--- src/rtl/br_pkg.sv ---
// Package: shared encodings for the branch evaluation unit.
// Assumes opcode layout {operation[3:0], operand_select, class[2:0]}.
package br_pkg;
    localparam logic [2:0] CLS_WIDE   = 3'd5;
    localparam logic [2:0] CLS_NARROW = 3'd6;

    typedef enum logic [3:0] {
        JOP_ALWAYS = 4'h0,
        JOP_EQ     = 4'h1,
        JOP_UGT    = 4'h2,
        JOP_UGE    = 4'h3,
        JOP_TEST   = 4'h4,
        JOP_NE     = 4'h5,
        JOP_SGT    = 4'h6,
        JOP_SGE    = 4'h7,
        JOP_CALL   = 4'h8,
        JOP_EXIT   = 4'h9,
        JOP_ULT    = 4'ha,
        JOP_ULE    = 4'hb,
        JOP_SLT    = 4'hc,
        JOP_SLE    = 4'hd,
        JOP_RSV_E  = 4'he,
        JOP_RSV_F  = 4'hf
    } jop_e;
endpackage

--- src/rtl/br_decode.sv ---
// Module: br_decode
// Splits the opcode byte into class, operand select and operation, and
// classifies the operation. Assumes the caller qualifies with a valid.
module br_decode
    import br_pkg::*;
(
    input  logic [7:0] opcode,
    output logic       jump_cls,
    output logic       narrow,
    output logic       use_src,
    output jop_e       op,
    output logic       kind_always,
    output logic       kind_cond,
    output logic       kind_call,
    output logic       kind_exit,
    output logic       kind_bad
);
    logic [2:0] cls;

    // Field extraction from the opcode byte.
    always_comb begin
        cls      = opcode[2:0];
        use_src  = opcode[3];
        op       = jop_e'(opcode[7:4]);
        jump_cls = (cls == CLS_WIDE) || (cls == CLS_NARROW);
        narrow   = (cls == CLS_NARROW);
    end

    // Operation classification including class legality.
    always_comb begin
        kind_always = 1'b0;
        kind_cond   = 1'b0;
        kind_call   = 1'b0;
        kind_exit   = 1'b0;
        kind_bad    = 1'b0;
        if (jump_cls) begin
            unique case (op)
                JOP_ALWAYS: begin
                    kind_always = !narrow;
                    kind_bad    = narrow;
                end
                JOP_EXIT: begin
                    kind_exit = !narrow;
                    kind_bad  = narrow;
                end
                JOP_CALL:               kind_call = 1'b1;
                JOP_RSV_E, JOP_RSV_F:   kind_bad  = 1'b1;
                default:                kind_cond = 1'b1;
            endcase
        end
    end
endmodule

--- src/rtl/br_operand_sel.sv ---
// Module: br_operand_sel
// Selects the right-hand operand (register or sign-extended immediate)
// and forms unsigned and signed views of both operands for the active
// compare width. Assumes DW is even and IMMW <= DW/2.
module br_operand_sel #(
    parameter int DW   = 64,
    parameter int IMMW = 32
) (
    input  logic [DW-1:0]   dst_val,
    input  logic [DW-1:0]   src_val,
    input  logic [IMMW-1:0] imm,
    input  logic            use_src,
    input  logic            narrow,
    output logic [DW-1:0]   lhs_u,
    output logic [DW-1:0]   rhs_u,
    output logic [DW-1:0]   lhs_s,
    output logic [DW-1:0]   rhs_s
);
    localparam int HW = DW / 2;

    logic [DW-1:0] rhs_full;

    // Operand choice: register or immediate sign-extended to DW.
    always_comb begin
        rhs_full = use_src ? src_val : {{(DW-IMMW){imm[IMMW-1]}}, imm};
    end

    // Width views: zero-extended halves for unsigned, sign-extended for signed.
    always_comb begin
        if (narrow) begin
            lhs_u = {{HW{1'b0}}, dst_val[HW-1:0]};
            rhs_u = {{HW{1'b0}}, rhs_full[HW-1:0]};
            lhs_s = {{HW{dst_val[HW-1]}}, dst_val[HW-1:0]};
            rhs_s = {{HW{rhs_full[HW-1]}}, rhs_full[HW-1:0]};
        end else begin
            lhs_u = dst_val;
            rhs_u = rhs_full;
            lhs_s = dst_val;
            rhs_s = rhs_full;
        end
    end
endmodule

--- src/rtl/br_cond_eval.sv ---
// Module: br_cond_eval
// Evaluates the condition of a compare operation on prepared operands.
// Assumes operands were already narrowed/extended by br_operand_sel.
module br_cond_eval
    import br_pkg::*;
#(
    parameter int DW = 64
) (
    input  jop_e          op,
    input  logic [DW-1:0] lhs_u,
    input  logic [DW-1:0] rhs_u,
    input  logic [DW-1:0] lhs_s,
    input  logic [DW-1:0] rhs_s,
    output logic          cond
);
    logic u_eq, u_gt, s_gt;

    // Shared relational primitives.
    always_comb begin
        u_eq = (lhs_u == rhs_u);
        u_gt = (lhs_u > rhs_u);
        s_gt = ($signed(lhs_s) > $signed(rhs_s));
    end

    // Operation table mapping codes onto the primitives.
    always_comb begin
        unique case (op)
            JOP_EQ:   cond = u_eq;
            JOP_NE:   cond = !u_eq;
            JOP_TEST: cond = |(lhs_u & rhs_u);
            JOP_UGT:  cond = u_gt;
            JOP_UGE:  cond = u_gt || u_eq;
            JOP_ULT:  cond = !(u_gt || u_eq);
            JOP_ULE:  cond = !u_gt;
            JOP_SGT:  cond = s_gt;
            JOP_SGE:  cond = s_gt || u_eq;
            JOP_SLT:  cond = !(s_gt || u_eq);
            JOP_SLE:  cond = !s_gt;
            default:  cond = 1'b0;
        endcase
    end
endmodule

--- src/rtl/br_pc_step.sv ---
// Module: br_pc_step
// Computes the following slot address: pc+1, plus the sign-extended
// offset when the branch is taken. Assumes OFFW <= PCW; wraps modulo 2^PCW.
module br_pc_step #(
    parameter int PCW  = 32,
    parameter int OFFW = 16
) (
    input  logic [PCW-1:0]  pc,
    input  logic [OFFW-1:0] offset,
    input  logic            take,
    output logic [PCW-1:0]  npc
);
    logic [PCW-1:0] disp;

    // Displacement: sign-extended offset or zero.
    always_comb begin
        disp = take ? {{(PCW-OFFW){offset[OFFW-1]}}, offset} : '0;
        npc  = pc + PCW'(1) + disp;
    end
endmodule

--- src/rtl/br_eval_unit.sv ---
// Module: br_eval_unit (top)
// Resolves jump-class instructions: taken decision, next PC and call,
// exit and illegal flags, registered one cycle after in_valid.
// Assumes synchronous active-low reset and a PC counted in slots.
module br_eval_unit
    import br_pkg::*;
#(
    parameter int DW   = 64,
    parameter int PCW  = 32,
    parameter int OFFW = 16,
    parameter int IMMW = 32
) (
    input  logic            clk,
    input  logic            rst_n,
    input  logic            in_valid,
    input  logic [7:0]      opcode,
    input  logic [OFFW-1:0] offset,
    input  logic [IMMW-1:0] imm,
    input  logic [DW-1:0]   dst_val,
    input  logic [DW-1:0]   src_val,
    input  logic [PCW-1:0]  pc_in,
    output logic            out_valid,
    output logic [PCW-1:0]  next_pc,
    output logic            taken,
    output logic            is_call,
    output logic            is_exit,
    output logic            illegal
);
    logic           jump_cls, narrow, use_src;
    jop_e           op;
    logic           k_always, k_cond, k_call, k_exit, k_bad;
    logic [DW-1:0]  lhs_u, rhs_u, lhs_s, rhs_s;
    logic           cond;
    logic           take_c;
    logic [PCW-1:0] npc_c;

    br_decode u_dec (
        .opcode      (opcode),
        .jump_cls    (jump_cls),
        .narrow      (narrow),
        .use_src     (use_src),
        .op          (op),
        .kind_always (k_always),
        .kind_cond   (k_cond),
        .kind_call   (k_call),
        .kind_exit   (k_exit),
        .kind_bad    (k_bad)
    );

    br_operand_sel #(.DW(DW), .IMMW(IMMW)) u_opnd (
        .dst_val (dst_val),
        .src_val (src_val),
        .imm     (imm),
        .use_src (use_src),
        .narrow  (narrow),
        .lhs_u   (lhs_u),
        .rhs_u   (rhs_u),
        .lhs_s   (lhs_s),
        .rhs_s   (rhs_s)
    );

    br_cond_eval #(.DW(DW)) u_cond (
        .op    (op),
        .lhs_u (lhs_u),
        .rhs_u (rhs_u),
        .lhs_s (lhs_s),
        .rhs_s (rhs_s),
        .cond  (cond)
    );

    // Taken decision combining decode and condition.
    always_comb begin
        take_c = k_always || (k_cond && cond);
    end

    br_pc_step #(.PCW(PCW), .OFFW(OFFW)) u_pc (
        .pc     (pc_in),
        .offset (offset),
        .take   (take_c),
        .npc    (npc_c)
    );

    // Result register; idle cycles clear every output.
    always_ff @(posedge clk) begin
        if (!rst_n || !in_valid) begin
            out_valid <= 1'b0;
            next_pc   <= '0;
            taken     <= 1'b0;
            is_call   <= 1'b0;
            is_exit   <= 1'b0;
            illegal   <= 1'b0;
        end else begin
            out_valid <= 1'b1;
            next_pc   <= npc_c;
            taken     <= take_c;
            is_call   <= k_call;
            is_exit   <= k_exit;
            illegal   <= k_bad;
        end
    end


    valid_latency_chk: assert property (@(posedge clk) disable iff (!rst_n)
        out_valid == $past(in_valid));


    flags_exclusive_chk: assert property (@(posedge clk) disable iff (!rst_n)
        $onehot0({taken, is_call, is_exit, illegal}));


    fallthrough_pc_chk: assert property (@(posedge clk) disable iff (!rst_n)
        (out_valid && !taken) |-> next_pc == $past(pc_in) + PCW'(1));


    exit_wide_only_chk: assert property (@(posedge clk) disable iff (!rst_n)
        is_exit |-> $past(opcode[2:0]) == CLS_WIDE);


    nonjump_quiet_chk: assert property (@(posedge clk) disable iff (!rst_n)
        (out_valid && $past(opcode[2:1]) != 2'b10 && $past(opcode[2:0]) != CLS_NARROW)
        |-> !(taken || is_call || is_exit || illegal));
endmodule

--- config.mk ---
export PLATFORM = sky130hd
export DESIGN_NAME = br_eval_unit
export DESIGN_NICKNAME = d
export VERILOG_FILES = /design/src/rtl/br_pkg.sv /design/src/rtl/br_decode.sv /design/src/rtl/br_operand_sel.sv /design/src/rtl/br_cond_eval.sv /design/src/rtl/br_pc_step.sv /design/src/rtl/br_eval_unit.sv
export SDC_FILE = /design/constraint.sdc
export NUM_CORES = 1
export LEC_CHECK = 0
export ABC_AREA = 0
export BUFFER_PORTS_ARGS = -buffer_cell sky130_fd_sc_hd__buf_2
export CAP_MARGIN = 15
export CELL_PAD_IN_SITES_DETAIL_PLACEMENT = 1
export CELL_PAD_IN_SITES_GLOBAL_PLACEMENT = 2
export CORE_ASPECT_RATIO = 1.1
export CORE_MARGIN = 5
export CORE_UTILIZATION = 31
export CTS_CLUSTER_SIZE = 28
export DETAILED_ROUTE_END_ITERATION = 10
export PLACE_DENSITY_LB_ADDON = 0.1
export SETUP_SLACK_MARGIN = 0.3
export SYNTH_ARGS = -nofsm -noshare
export SYNTH_HDL_FRONTEND = slang
export SYNTH_HIERARCHICAL = 1
export SYNTH_SLANG_ARGS = --single-unit
--- constraint.sdc ---
create_clock -name clk -period 8.3 [get_ports clk]
set_input_delay 0.83 -clock clk [delete_from_list [all_inputs] [get_ports clk]]
set_output_delay 0.83 -clock clk [all_outputs]
set_load 0.01 [all_outputs]
# Word level (Yosys, flattened, before mapping)
# Index checks and enable logic that the tools add are counted.
dict set report word_totals {
  ff_bits 37
  input_bits 219
}
dict set report classes {
  n_addsub 2
  n_lt_le_gt_ge 2
  n_eq_ne 18
  n_mux 14
  bitwise 3
  reduce_logical 21
}
# operator count
set op_table {}
lappend op_table {{$mux W64} 5}
lappend op_table {{$gt A64 B64 Y1} 2}
lappend op_table {{$and A64 B64 Y64} 1}
lappend op_table {{$eq A64 B64 Y1} 1}
lappend op_table {{$reduce_or A64 Y1} 1}
lappend op_table {{$add A32 B1 Y32 const B} 1}
lappend op_table {{$add A32 B32 Y32} 1}
lappend op_table {{$eq A4 B4 Y1 const B} 8}
lappend op_table {{$mux W32} 1}
lappend op_table {{$eq A4 B3 Y1 const B} 4}
lappend op_table {{$pmux W1 S11} 1}
lappend op_table {{$eq A4 B2 Y1 const B} 2}
lappend op_table {{$logic_not A1 Y1} 8}
lappend op_table {{$eq A3 B3 Y1 const B} 2}
lappend op_table {{$mux W1} 6}
lappend op_table {{$reduce_or A2 Y1} 3}
lappend op_table {{$logic_or A1 B1 Y1} 5}
lappend op_table {{$reduce_or A5 Y1} 1}
lappend op_table {{$eq A4 B1 Y1 const B} 1}
lappend op_table {{$logic_not A4 Y1} 1}
lappend op_table {{$reduce_or A3 Y1} 1}
lappend op_table {{$not A1 Y1} 2}
lappend op_table {{$pmux W1 S2} 1}
lappend op_table {{$logic_and A1 B1 Y1} 1}

# Longest topological paths before layout
# Gate-level depths: netlist of the first run.
dict set report depth {
  ltp_word 10
  ltp_mapped 32
  depth_no_buf 27
}

# Cells and area by module
# The synthesis of the first run kept the hierarchy.
# mod n_inst cells_per_inst area_per_inst_um2 seq_area_each_um2
set modules_own_cells {}
lappend modules_own_cells {br_cond_eval 1 565 4264.1 0.0}
lappend modules_own_cells {br_operand_sel 1 356 2322.2 0.0}
lappend modules_own_cells {br_pc_step 1 286 1936.9 0.0}
lappend modules_own_cells {br_eval_unit 1 81 1054.8 740.7}
lappend modules_own_cells {br_decode 1 22 140.1 0.0}

# Least setup slack after synthesis of the first run
# OpenSTA, ideal clock, no wires.
dict set report synth_timing {
  path_kind {input to register}
  startpoint {in opcode[2]}
  endpoint {reg next_pc[30]}
  arrival_ns 6.594
  t_required_ns 8.184
  path_slack_ns 1.590
  path_stages 31
  path_buffers 5
  cell_sequence {and3b_2 -> buf_2 -> buf_2 -> buf_2 -> a21oi_1 -> inv_1 -> ha_1 -> nand4_1 -> or4_4 -> nor4_4 -> nand2_2 -> or3_4 -> o21bai_2 -> mux2_1 -> nor3b_1 -> a211o_1 -> a21o_1 -> buf_2 -> clkbuf_1 -> nand2_1 -> ha_1 -> inv_1 -> fa_1 -> a211oi_1 -> o21ai_1 -> a221oi_1 -> o21bai_1 -> a31o_2 -> mux2i_1 -> nor2_1 -> and3_2}
}
dict set report synth_between {
  elab_chain_len 10
}
# element line
set synth_rtl {}
lappend synth_rtl {{start, declared} br_eval_unit.sv:16} ;# input logic [7:0] opcode,
lappend synth_rtl {{$eq A3 B3 Y1 (*)} br_decode.sv:26} ;# narrow = (cls == CLS_NARROW);
lappend synth_rtl {{$mux W64 (*)} br_operand_sel.sv:30} ;# if (narrow) begin
lappend synth_rtl {{named net rhs_u[62]} br_eval_unit.sv:32} ;# logic [DW-1:0] lhs_u, rhs_u, lhs_s, rhs_s;
lappend synth_rtl {{$gt A64 B64 Y1 / $eq A64 B64 Y1 (equally long branches)} {br_cond_eval.sv:21, br_cond_eval.sv:20}}
lappend synth_rtl {{$logic_or A1 B1 Y1 (on tied branches)} -}
lappend synth_rtl {{$logic_not A1 Y1 (on tied branches)} {br_cond_eval.sv:33, br_cond_eval.sv:37}}
lappend synth_rtl {{$pmux W1 S11 (*)} br_cond_eval.sv:27} ;# unique case (op)
lappend synth_rtl {{named net cond} br_eval_unit.sv:33} ;# logic cond;
lappend synth_rtl {{$logic_and A1 B1 Y1 (*)} br_eval_unit.sv:73} ;# take_c = k_always || (k_cond && cond);
lappend synth_rtl {{$logic_or A1 B1 Y1 (*)} br_eval_unit.sv:73}
lappend synth_rtl {{named net take_c} br_eval_unit.sv:34} ;# logic take_c;
lappend synth_rtl {{$mux W32 (*)} br_pc_step.sv:17} ;# disp = take ? {{(PCW-OFFW){offset[OFFW-1]}}, offset} : '0;
lappend synth_rtl {{$add A32 B32 Y32 (*)} br_pc_step.sv:18} ;# npc = pc + PCW'(1) + disp;
lappend synth_rtl {{named net npc_c[30]} br_eval_unit.sv:35} ;# logic [PCW-1:0] npc_c;
lappend synth_rtl {{end signal, assigned} br_eval_unit.sv:94} ;# next_pc <= npc_c;
lappend synth_rtl {{end, declared} br_eval_unit.sv:23} ;# output logic [PCW-1:0] next_pc,
# The timed path passes the listed nets; every way through them passes the cells marked *.
# A chain may end at the register's enable or synchronous reset.

# Final worst setup path of the first run
dict set report layout_timing {
  startpoint {in opcode[3]}
  endpoint {reg next_pc[30]}
}
dict set report layout_between {
  elab_chain_len 10
}
# element line
set layout_rtl {}
lappend layout_rtl {{$mux W64 (*)} br_operand_sel.sv:25} ;# rhs_full = use_src ? src_val : {{(DW-IMMW){imm[IMMW-1]}}, imm};
lappend layout_rtl {{$mux W64 (*)} br_operand_sel.sv:30}
lappend layout_rtl {{named net rhs_u[53]} br_eval_unit.sv:32}
lappend layout_rtl {{$gt A64 B64 Y1 / $eq A64 B64 Y1 (equally long branches)} {br_cond_eval.sv:21, br_cond_eval.sv:20}}
lappend layout_rtl {{$logic_or A1 B1 Y1 (on tied branches)} -}
lappend layout_rtl {{$logic_not A1 Y1 (on tied branches)} {br_cond_eval.sv:33, br_cond_eval.sv:37}}
lappend layout_rtl {{$pmux W1 S11 (*)} br_cond_eval.sv:27}
lappend layout_rtl {{named net cond} br_eval_unit.sv:33}
lappend layout_rtl {{$logic_and A1 B1 Y1 (*)} br_eval_unit.sv:73}
lappend layout_rtl {{$logic_or A1 B1 Y1 (*)} br_eval_unit.sv:73}
lappend layout_rtl {{named net take_c} br_eval_unit.sv:34}
lappend layout_rtl {{$mux W32 (*)} br_pc_step.sv:17}
lappend layout_rtl {{$add A32 B32 Y32 (*)} br_pc_step.sv:18}
lappend layout_rtl {{named net npc_c[30]} br_eval_unit.sv:35}
# Marks and branches as above.

==> results of run 1 <==
==> critical path, stage by stage <==
cell      delay, ps
buf_2           240
nand2b_1        460
buf_4           330
a21oi_1         210
inv_1            70
ha_1            300
nand4_1         150
or4_4           540
nor4_4          330
nand2_2         100
or3_4           430
o21ai_0         200
mux2i_1         100
a211o_1         300
a21o_1          280
nand2_1         110
ha_1            160
inv_1            50
fa_1            410
a211oi_1        390
o21ai_1         150
a221oi_1        460
o21bai_1        210
a31o_2          280
mux2i_1         160
nor2_1           60
and3_2          200
==> report_power, final <==
group / switching (mW) / internal, mW / leakage, nW / total, mW
logic: 0.286 / 0.215 / 5.37 / 0.501
registers: 0.00290 / 0.186 / 0.303 / 0.189
clock network: 0.0881 / 0.174 / 0.0944 / 0.262
total: 0.377 / 0.574 / 5.77 / 0.952
==> metrics by stage <==
| step | power (mW) | utilization (%) | setup slack [ps] | std cells |
|---|---|---|---|---|
| after floorplan | 0.5558 | - | 1590 | 1309 |
| after global placement | 0.6972 | 34.00 | 510.3 | 1841 |
| after detailed placement | 0.7014 | 34.00 | 450.7 | 1841 |
| after CTS | 0.9735 | 34.63 | 728.4 | 1849 |
| after global routing | 1.039 | 34.64 | 381.3 | 1850 |
| final | 0.9517 | 34.65 | 945.6 | 1852 |
==> layout by cell type (no fill, tap or decap), types with 7 or more instances in the layout <==
| master | n |
|---|---|
| buf_2 | 255 |
| o21ai_0 | 27 |
| a211oi_1 | 9 |
| ha_1 | 207 |
| a21oi_1 | 131 |
| and3_2 | 35 |
| xnor2_1 | 24 |
| dfxtp_1 | 37 |
| a21o_1 | 18 |
| buf_4 | 12 |
| nand3_1 | 30 |
| and2_1 | 18 |
| xor2_1 | 8 |
| mux2i_1 | 11 |
| nand4_1 | 31 |
| nand2b_1 | 67 |
| mux2_2 | 31 |
| nor2b_1 | 35 |
| a221oi_1 | 7 |
| inv_1 | 140 |
| nor4_1 | 22 |
| nand2_1 | 100 |
| nor3_1 | 17 |
| nor2_1 | 45 |
| or3_1 | 7 |
==> metal layers <==
metal	GRT usage [%]	vias up	routed length, um
li1	-	4652	-
met1	22.37	4311	14160
met2	35.30	159	17390
met3	2.351	21	1347
met4	3.213	8	384
met5	0	-	44
==> layout make-up <==
class	count	area, um^2	share of cell area, %
repair buffers	269	1406	13.03
clock inverters	3	68.82	0.6378
well taps	420	525.5	4.870
inverters	140	525.5	4.870
diodes	3	7.507	0.06957
flip-flops and latches	37	740.7	6.865
multi-input cells	975	7391	68.50
clock buffers	5	125.1	1.160
==> flip-flops by register name, summed over array words and instances, names as in the netlist <==
register   count
is_exit        1
taken          1
is_call        1
out_valid      1
illegal        1
next_pc       32
==> worst max path at each step <==
stage / to / slack, ps
2_1_floorplan: next_pc[30] / 1590
3_3_place_gp: next_pc[30] / 510
3_5_place_dp: next_pc[30] / 450
4_1_cts: next_pc[30] / 730
5_1_grt: next_pc[30] / 380
6_report: next_pc[30] / 950
==> flow_summary.json, run 1 <==
{
  "hold_slack_ps": 934.7,
  "syn2layout_area_growth_pct": 11.08,
  "drv_slew": 0,
  "endpoint_kind": "register",
  "syn_area_um2": 9714,
  "setup.worst_path.start": "opcode[3]",
  "die_area_um2": 34980,
  "period_needed_ps": 7354,
  "ios": 256,
  "cap_violations": 0,
  "p_per_area_nw_per_um2": 88.20,
  "finalSetupViolations": 0,
  "p_leak_nw": 5.767,
  "placed_cell_area_um2": 10590,
  "hold_start": "pc_in[31]",
  "fill_cells": 3986,
  "fin_setup_tns_ps": 0,
  "vias": 9151,
  "hold_depth": 3,
  "grt_start_max_net_pins": 90,
  "worst_ep_required_time_ps": 8480,
  "die_h_um": 195.7,
  "place.port_buffers": 255,
  "ir_worst_vdd_uv": 131.4,
  "antenna_found_initial": 7,
  "cts_tree": "built",
  "routed_wirelength_um": 33330,
  "fmax_mhz": 136.0,
  "via_per_inst": 4.941,
  "cp-start-kind": "primary input",
  "die_w_um": 178.8,
  "post-dp-hpwl_um": 28420,
  "drt_iter0_markers": 260,
  "worstSetupPathType": "in -> reg",
  "post_cts_resized": 0,
  "path_max_fanout": 18,
  "cts_max_level": 2,
  "fin_area_um2": 10790,
  "wl_per_cell_um": 18.00,
  "min-delay-path-class": "in -> reg",
  "fin_crit_sh_pct": 88.61,
  "drc_errors": 0,
  "final_nets": 1855,
  "final_layout_size_suffix_gt1_share_pct": 25.75,
  "relSlewSlack_pct": 37.83,
  "worstPathArrival_ps": 7540,
  "grt_first_pass_wirelength_um": 52300,
  "rsz0062_at_grt": "false",
  "synth_cells": 1309,
  "gp_congestion": 0.8055,
  "clockRootBuffer": "clkbuf_16",
  "cts_sinks": 37,
  "clk_path_buf_depth": 2,
  "cts_buffers": 5,
  "postCtsHoldBufs": 0,
  "start_util_pct": 31.20,
  "avgSynthCellArea_um2": 7.421,
  "gr-total-overflow": 0,
  "clk_pin_slew_worst_paths_ps": 60,
  "worstHoldEndpoint": "next_pc[31]",
  "rows": 68,
  "syn_nets": 1736,
  "yosys_warnings": 6,
  "worstMarginPinSlew_ps": 931.5,
  "post_cts_buffers": 0,
  "hold_viol": 0,
  "first_pass_iters": 4,
  "ant_nets": 0,
  "fp.coreArea_um2": 31140,
  "groute.usage.overall_pct": 18.60,
  "grt_pass1_vias": 9865,
  "status": "finished clean"
}
Note: power is estimated with default switching activity, not from simulation.
==> run 2: changes to the inputs <==
Settings changed: CORE_UTILIZATION 31 to 33.
Clock period 8.3 ns to 9.4 ns, I/O delays scaled along.
==> run 2 against run 1 <==
Effect of this change: final cell count shrank 3.2%; non-clock buffer count shrank 7; critical path depth unchanged; core utilization up 2.2 points; sequential cell count stayed put; via count increased by 0.40%; first-iteration DRC count grew 43%; sequential power fell by 12%; wire length fell by 0.81%; worst setup slack better by 810 ps; combinational power down 12%; critical path type unchanged; largest cell class unchanged; highest routed layer unchanged.
==> flow_summary.json, run 2 (same netlist as run 1, synthesis figures left out) <==
{
  "status": "finished clean",
  "routed_wirelength_um": 33060,
  "die_w_um": 173.6,
  "cts_max_level": 2,
  "first_pass_iters": 5,
  "cts_buffers": 5,
  "cpPeakStageDelay_ps": 590,
  "vias": 9188,
  "via_per_inst": 5.127,
  "p_total_mw": 0.8148,
  "start_util_pct": 33.65,
  "gr-total-overflow": 0,
  "fin_setup_tns_ps": 0,
  "hold_viol": 0,
  "final_layout_size_suffix_gt1_share_pct": 25.39,
  "fin_crit_sh_pct": 81.32,
  "critPathSlowestCell": "or4_4",
  "p_per_area_nw_per_um2": 76.55,
  "grt_start_max_net_pins": 85,
  "endpoint_kind": "register",
  "period_needed_ps": 7644,
  "groute.usage.overall_pct": 19.14,
  "layout_commonest_cell": "buf_2",
  "cts_tree": "built",
  "place.port_buffers": 255,
  "min-delay-path-class": "in -> reg",
  "ant_nets": 0,
  "fp.coreArea_um2": 28870,
  "hold_depth": 3,
  "clk_path_buf_depth": 2,
  "ir_worst_vdd_uv": 101.0,
  "worstPathArrival_ps": 7830,
  "path_max_fanout": 26,
  "cap_violations": 0,
  "final_nets": 1848,
  "fill_cells": 3639,
  "regMostFlops": "next_pc",
  "drt_iter0_markers": 371,
  "finalSetupViolations": 0,
  "post_cts_buffers": 0,
  "drc_errors": 0,
  "worstSetupPathType": "in -> reg",
  "die_area_um2": 32970,
  "wl_per_cell_um": 18.45,
  "die_h_um": 189.9,
  "worstMarginPinSlew_ps": 857.5,
  "p_leak_nw": 5.715,
  "worst_ep_required_time_ps": 9580,
  "relSlewSlack_pct": 42.70,
  "most-common-layout-cells": "buf_2 (255), ha_1 (207), inv_1 (140)",
  "ios": 256,
  "grtUsageMet2_pct": 34.34,
  "post-dp-hpwl_um": 27410,
  "rows": 65,
  "fmax_mhz": 130.8,
  "dp.cells": 1782,
  "drv_slew": 0,
  "antenna_found_initial": 7,
  "largest_reg_flops": 32,
  "rsz0062_at_grt": "false",
  "grtUsageMet3_pct": 2.842,
  "fin_cells": 1792,
  "cts_sinks": 37,
  "grt_pass1_vias": 9667,
  "post_cts_resized": 0,
  "clockRootBuffer": "clkbuf_16",
  "gp_congestion": 0.8757,
  "cp-start-kind": "primary input",
  "fin_util_pct": 36.87,
  "clk_pin_slew_worst_paths_ps": 70,
  "grt_first_pass_wirelength_um": 51480,
  "syn2layout_area_growth_pct": 9.583,
  "postCtsHoldBufs": 0,
  "busiest_layer": "met2",
  "use_met1_pct": 24.41
}
[run 2: cell count changes in the layout (fill, tap and decap cells not counted)]
| cell | previous run | this run |
|---|---|---|
| clkinvlp_4 | 0 | 1 |
| buf_4 | 12 | 6 |
| inv_6 | 1 | 0 |
| clkbuf_8 | 0 | 1 |
| nor2_4 | 0 | 1 |
| buf_12 | 2 | 1 |
| diode_2 | 3 | 2 |
| nor2_2 | 1 | 0 |
| bufinv_16 | 2 | 1 |
[run 2: report_power, final]
group / internal [mW] / switching [mW] / total (mW)
combinational: 0.187 / 0.253 / 0.440
sequential: 0.164 / 0.00247 / 0.167
clock: 0.133 / 0.0757 / 0.208
total: 0.484 / 0.331 / 0.815
[run 2: final cells by class]
cell class | instances | area [um^2] | share of cell area [%]
clock inverters | 2 | 37.54 | 0.3526
well taps | 368 | 460.4 | 4.325
diodes | 2 | 5.005 | 0.04701
repair buffers | 262 | 1341 | 12.60
multi-input cells | 975 | 7396 | 69.48
clock buffers | 6 | 138.9 | 1.305
inverters | 140 | 525.5 | 4.937
flip-flops and latches | 37 | 740.7 | 6.958
[run 2: path summary, 6_finish.rpt]
kind,startpoint,end
worst min-delay path,pc_in[31],next_pc[31]
worst max-delay path,opcode[3],next_pc[30]
[run 2: through the flow]
stage          instance area [um^2]  hold WS (ps)  setup slack, ps
4_1_cts                       10640          1036             1573
6_report                      10650          1036             1756
3_3_place_gp                  10460          1336             1378
2_1_floorplan                  9714          1085             2580
5_1_grt                       10650          1048             1117
3_5_place_dp                  10460          1337             1287
[run 2: worst max-delay path, delay by kind of cell]
kind / cells / cell delay (ps)
muxes: 2 / 270
buffers and inverters: 4 / 1000
AOI/OAI and AO/OA: 9 / 2520
adders and majority gates: 3 / 900
and+or+nand+nor: 9 / 2160
[run 2: per-layer routing]
layer  up-vias  share of wire [%]
li1       4641                  -
met1      4308                 45
met2       193                 48
met3        36                4.5
met4        10                1.9
met5         -               0.21
